==> src/rtl/sync_permit_pkg.sv <==
package sync_permit_pkg;
  localparam int NUM_SIDES = 2;
  localparam int WF_BITS   = 4 * NUM_SIDES;
  localparam int WF_VOLT   = 0;
  localparam int WF_FREQ   = 2 * NUM_SIDES;

  typedef struct packed {
    logic under;
    logic over;
  } win_res_t;
endpackage

==> src/rtl/sp_window.sv <==
module sp_window
  import sync_permit_pkg::*;
#(
  parameter int W = 16
) (
  input  logic [W-1:0] val,
  input  logic [W-1:0] hi,
  input  logic [W-1:0] lo,
  output win_res_t     res
);
  always_comb begin
    res.over  = (val > hi);
    res.under = (val < lo);
  end
endmodule

==> src/rtl/sp_gate.sv <==
module sp_gate #(
  parameter int NF = 8
) (
  input  logic          en,
  input  logic          blk_sync,
  input  logic          blk_all,
  input  logic          dv_ok,
  input  logic          df_ok,
  input  logic          da_ok,
  input  logic [NF-1:0] fails,
  output logic          cond
);
  logic diffs_good;
  logic allowed;

  always_comb begin
    diffs_good = dv_ok & df_ok & da_ok;
    allowed    = en & ~blk_sync & ~blk_all;
    cond       = allowed & diffs_good & ~(|fails);
  end
endmodule

==> src/rtl/sp_pickup.sv <==
module sp_pickup #(
  parameter int TW = 16
) (
  input  logic          clk,
  input  logic          rst,
  input  logic          cond,
  input  logic          smp_vld,
  input  logic [TW-1:0] dly,
  output logic          ok
);
  logic [TW-1:0] cnt;
  logic [TW-1:0] cnt_nxt;

  always_comb begin
    if (!cond)
      cnt_nxt = '0;
    else if (smp_vld && (cnt < dly))
      cnt_nxt = cnt + 1'b1;
    else
      cnt_nxt = cnt;
  end

  always_ff @(posedge clk) begin
    if (rst) begin
      cnt <= '0;
      ok  <= 1'b0;
    end else begin
      cnt <= cnt_nxt;
      ok  <= cond && (cnt_nxt >= dly);
    end
  end
endmodule

==> src/rtl/sync_permit.sv <==
module sync_permit
  import sync_permit_pkg::*;
#(
  parameter int VW = 16,
  parameter int FW = 16,
  parameter int TW = 16
) (
  input  logic          clk,
  input  logic          rst,
  input  logic          smp_vld,
  input  logic          en,
  input  logic          blk_sync,
  input  logic          blk_all,
  input  logic          dv_ok,
  input  logic          df_ok,
  input  logic          da_ok,
  input  logic [VW-1:0] v_ref,
  input  logic [VW-1:0] v_oth,
  input  logic [FW-1:0] f_ref,
  input  logic [FW-1:0] f_oth,
  input  logic [VW-1:0] v_hi,
  input  logic [VW-1:0] v_lo,
  input  logic [FW-1:0] f_hi,
  input  logic [FW-1:0] f_lo,
  input  logic [TW-1:0] dly,
  output logic          sync_ok,
  output logic [7:0]    win_fail
);
  logic [VW-1:0]        v_side [NUM_SIDES];
  logic [FW-1:0]        f_side [NUM_SIDES];
  logic [WF_BITS-1:0]   fail_now;
  logic                 cond;

  assign v_side[0] = v_ref;
  assign v_side[1] = v_oth;
  assign f_side[0] = f_ref;
  assign f_side[1] = f_oth;

  for (genvar s = 0; s < NUM_SIDES; s++) begin : g_side
    win_res_t vr;
    win_res_t fr;

    sp_window #(.W(VW)) u_vwin (
      .val(v_side[s]), .hi(v_hi), .lo(v_lo), .res(vr)
    );
    sp_window #(.W(FW)) u_fwin (
      .val(f_side[s]), .hi(f_hi), .lo(f_lo), .res(fr)
    );

    assign fail_now[WF_VOLT + 2*s]     = vr.over;
    assign fail_now[WF_VOLT + 2*s + 1] = vr.under;
    assign fail_now[WF_FREQ + 2*s]     = fr.over;
    assign fail_now[WF_FREQ + 2*s + 1] = fr.under;
  end

  sp_gate #(.NF(WF_BITS)) u_gate (
    .en(en), .blk_sync(blk_sync), .blk_all(blk_all),
    .dv_ok(dv_ok), .df_ok(df_ok), .da_ok(da_ok),
    .fails(fail_now), .cond(cond)
  );

  sp_pickup #(.TW(TW)) u_pick (
    .clk(clk), .rst(rst), .cond(cond), .smp_vld(smp_vld),
    .dly(dly), .ok(sync_ok)
  );

  always_ff @(posedge clk) begin
    if (rst) win_fail <= '0;
    else     win_fail <= fail_now;
  end
endmodule

==> config.mk <==
export PLATFORM = sky130hd
export DESIGN_NAME = sync_permit
export DESIGN_NICKNAME = d
export VERILOG_FILES = /design/src/rtl/sync_permit_pkg.sv /design/src/rtl/sp_window.sv /design/src/rtl/sp_gate.sv /design/src/rtl/sp_pickup.sv /design/src/rtl/sync_permit.sv
export SDC_FILE = /design/constraint.sdc
export NUM_CORES = 1
export LEC_CHECK = 0
export ABC_AREA = 1
export BUFFER_PORTS_ARGS = -buffer_cell sky130_fd_sc_hd__buf_4
export CORE_AREA = 2 2 98 100
export CTS_CLUSTER_DIAMETER = 200
export DETAILED_ROUTE_END_ITERATION = 7
export DIE_AREA = 0 0 100 102
export PLACE_DENSITY = 0.87
export SLEW_MARGIN = 5
export SYNTH_ARGS = -nofsm -noshare
export SYNTH_HDL_FRONTEND = slang
export SYNTH_SLANG_ARGS = --single-unit
==> constraint.sdc <==
create_clock -name clk -period 6.2 [get_ports clk]
set_input_delay 0.31 -clock clk [delete_from_list [all_inputs] [get_ports clk]]
set_output_delay 0.31 -clock clk [all_outputs]
set_load 0.01 [all_outputs]
==> results.toml <==
[run_status]
status = "completed"

[cts]
cts_max_level = 1
clk_path_buf_depth = 2
cts_tree = "yes"
cts.repair.resized = 0
cts_inserted_buffers = 3
cts_hold_buf = 0
cts.reportedPaths.clkPinSlew_ps = 90
cts_root_buf = "clkbuf_8"
numClockSinks = 25
post-cts-setup-buffer-count = 0
clock_latency_ps = 280

[placement]
gp_congestion = 0.906
hpwl_mm = 11.6
dpl.cell_count = 1031
io_buffer_count = 161

[global_route]
antenna_found_initial = 0
grt_pass1_wl_mm = 21.6
grt_max_degree = 22
grt.overflow.total = 0
track_usage_pct = 25.5
grt_pass1_vias = 5055

[timing]
finalMaxSlewViolations = 0
rsz0062_at_grt = "no"
hold_viol = 0
worst_slew_pin_slew_ps = 820
relSlewSlack_pct = 45.0
min_period_over_period_pct = 55.5
period_needed_ps = 3440
setup_viol = 0
max_freq_mhz = 291
fin_worst_skew_ps = 2.42
fin_setup_tns_ps = 0

[layout]
nets = 1234
fin_util_pct = 70.9
drive_gt1_share_pct = 21.6
insertedDiodeCount = 0
final_cell_count_no_fill = 1035
fill_cells = 781
area_growth_pct = 26.0

[power]
vdd_drop_max_v = 0.0000757
power.leakage_nw = 3.69
p_per_area_nw_per_um2 = 89.8

[logic_synthesis]
yosys-top-cells-area = "ha_1 38%, nand2_1 13%, dfxtp_1 9.8%, inv_1 8.6%, a21oi_1 6.8%"
synth-seq-cells = 25
yosysTopAreaCellShare_pct = 38.1
avgSynthCellArea_um2 = 6.69
synthMuxAreaShare_pct = 0
synth.cell_area_um2 = 5130
synthXorXnorAreaFrac_pct = 2.73
synth_top_family_by_area = "adder cells"
synth.net_count = 1075
synth_area_leader_cell = "ha_1"
syn_inst = 766
synthSimpleGateAreaFrac_pct = 27.6
synth_adder_area_share_pct = 38.1
ys_types = 33
yosysWarnings = 0
ys_seq_area_share_pct = 9.76
synth-compound-area-share_pct = 11.0

[route]
drc_errors = 0
final_antenna_net_count = 0
viasPerCell = 5.06
firstDrtPassIters = 4
drt-total-wl_mm = 12.9
num_vias = 5235
wl_per_cell_um = 12.5
drt_iter0_drc = 136

[critical_path]
setup.worst_path.end_class = "flop"
cp.arrival_ps = 3610
path_class = "reg -> reg"
cp.required_ps = 6370
critPathMaxFanout = 21
start_kind = "flop"

[floorplan]
ios = 162
dieWidth_um = 100
die_area_um2 = 10200
die_h_um = 102
start_util_pct = 56.3
core_area_um2 = 9110
num_rows = 35

[hold_path]
hold_class = "in -> reg"

[run]
maxCapViolations = 0
==> power by group <==
group          internal, mW  switching (mW)  total [mW]  leakage [nW]
sequential            0.165         0.00162       0.167         0.203
combinational         0.154           0.157       0.311          3.46
clock                0.0462          0.0564       0.103        0.0228
==> registers in the layout, indices dropped and copies added (netlist names) <==
name	count
u_pick.ok	1
win_fail	8
u_pick.cnt	16
==> per-layer routing <==
| metal | global-route usage (%) | routed length (µm) | share of wire (%) | vias up |
|---|---|---|---|---|
| met3 | 2.80 | 603 | 4.7 | 16 |
| met1 | 33.0 | 6110 | 47 | 2249 |
| met2 | 45.7 | 5980 | 46 | 135 |
| met4 | 5.58 | 189 | 1.5 | 0 |
| li1 | - | - | - | 2835 |
| met5 | 0 | 0 | 0 | - |
==> through the flow <==
step                total power [mW]  setup slack, ps  instance area [µm²]  hold slack, ps
global placement               0.471             2890                 6410             569
detailed placement             0.481             2790                 6410             568
CTS                            0.582             2810                 6460             271
finish                         0.580             2760                 6460             264
global route                   0.633             2410                 6460             280
floorplan                      0.344             3530                 5130             564
==> cells in the final DEF, fill, tap and decap left out, drive strengths merged <==
master  count
nand2     175
buf       161
ha        156
inv       132
nor2       85
a21oi      70
nand3      31
dfxtp      25
o21ai      21
nand4      17
nor3       11
xor2       10
xnor2       6
o21a        5
a21o        4
clkbuf      4
o21bai      3
nor4        3
a211oi      1
nand3b      1
clkinv      1
nor3b       1
o311ai      1
==> critical path, stage by stage, from the launching register on <==
cell and delay (ps):
dfxtp_1 460, ha_1 310, a21oi_1 190, a21oi_1 100, nor3_2 630, nand2_4 300
nand2_1 120, nand2_1 70, inv_2 60, nor2_1 40, ha_1 290, a21oi_1 140
o21ai_0 100, nand2_1 60, o311ai_0 140, nand2_1 90, nand2_1 50, a21oi_1 140
nor2_2 50
==> final timing paths <==
path                  start        endpoint  slack [ps]  depth (start not counted)
max          u_pick.cnt[11]       u_pick.ok        2760                         18
min                     rst     win_fail[4]         260                          2
max reg2reg  u_pick.cnt[11]       u_pick.ok        2760                         18
min reg2reg  u_pick.cnt[15]  u_pick.cnt[15]         620                          4
==> layout make-up <==
type	count	area, µm²	share of cell area (%)
flip-flops and latches	25	500	7.75
clock buffers	4	45.0	0.697
repair buffers	161	1210	18.7
well taps	111	139	2.15
multi-input cells	601	4070	63.0
inverters	133	499	7.73
==> synthesized netlist by cell type, drive strengths merged <==
master	number
nand4	17
clkinv	1
buf	7
xnor2	6
o21bai	3
nand3b	1
dfxtp	25
nor3b	1
o21ai	21
xor2	10
nor3	11
inv	132
nor4	3
ha	156
a21o	4
nor2	85
a211oi	1
nand3	31
o21a	5
nand2	175
o311ai	1
a21oi	70
==> cell families (layout without fill, tap and decap cells) <==
logic type / after synthesis / in the layout
AO/OA/AOI/OAI: 105 / 105
flip-flops: 25 / 25
buffers and inverters: 140 / 298
adder cells (fa/ha/maj): 156 / 156
XOR/XNOR: 16 / 16
AND/OR/NAND/NOR: 324 / 324
Power figures use the tool's default switching activity.
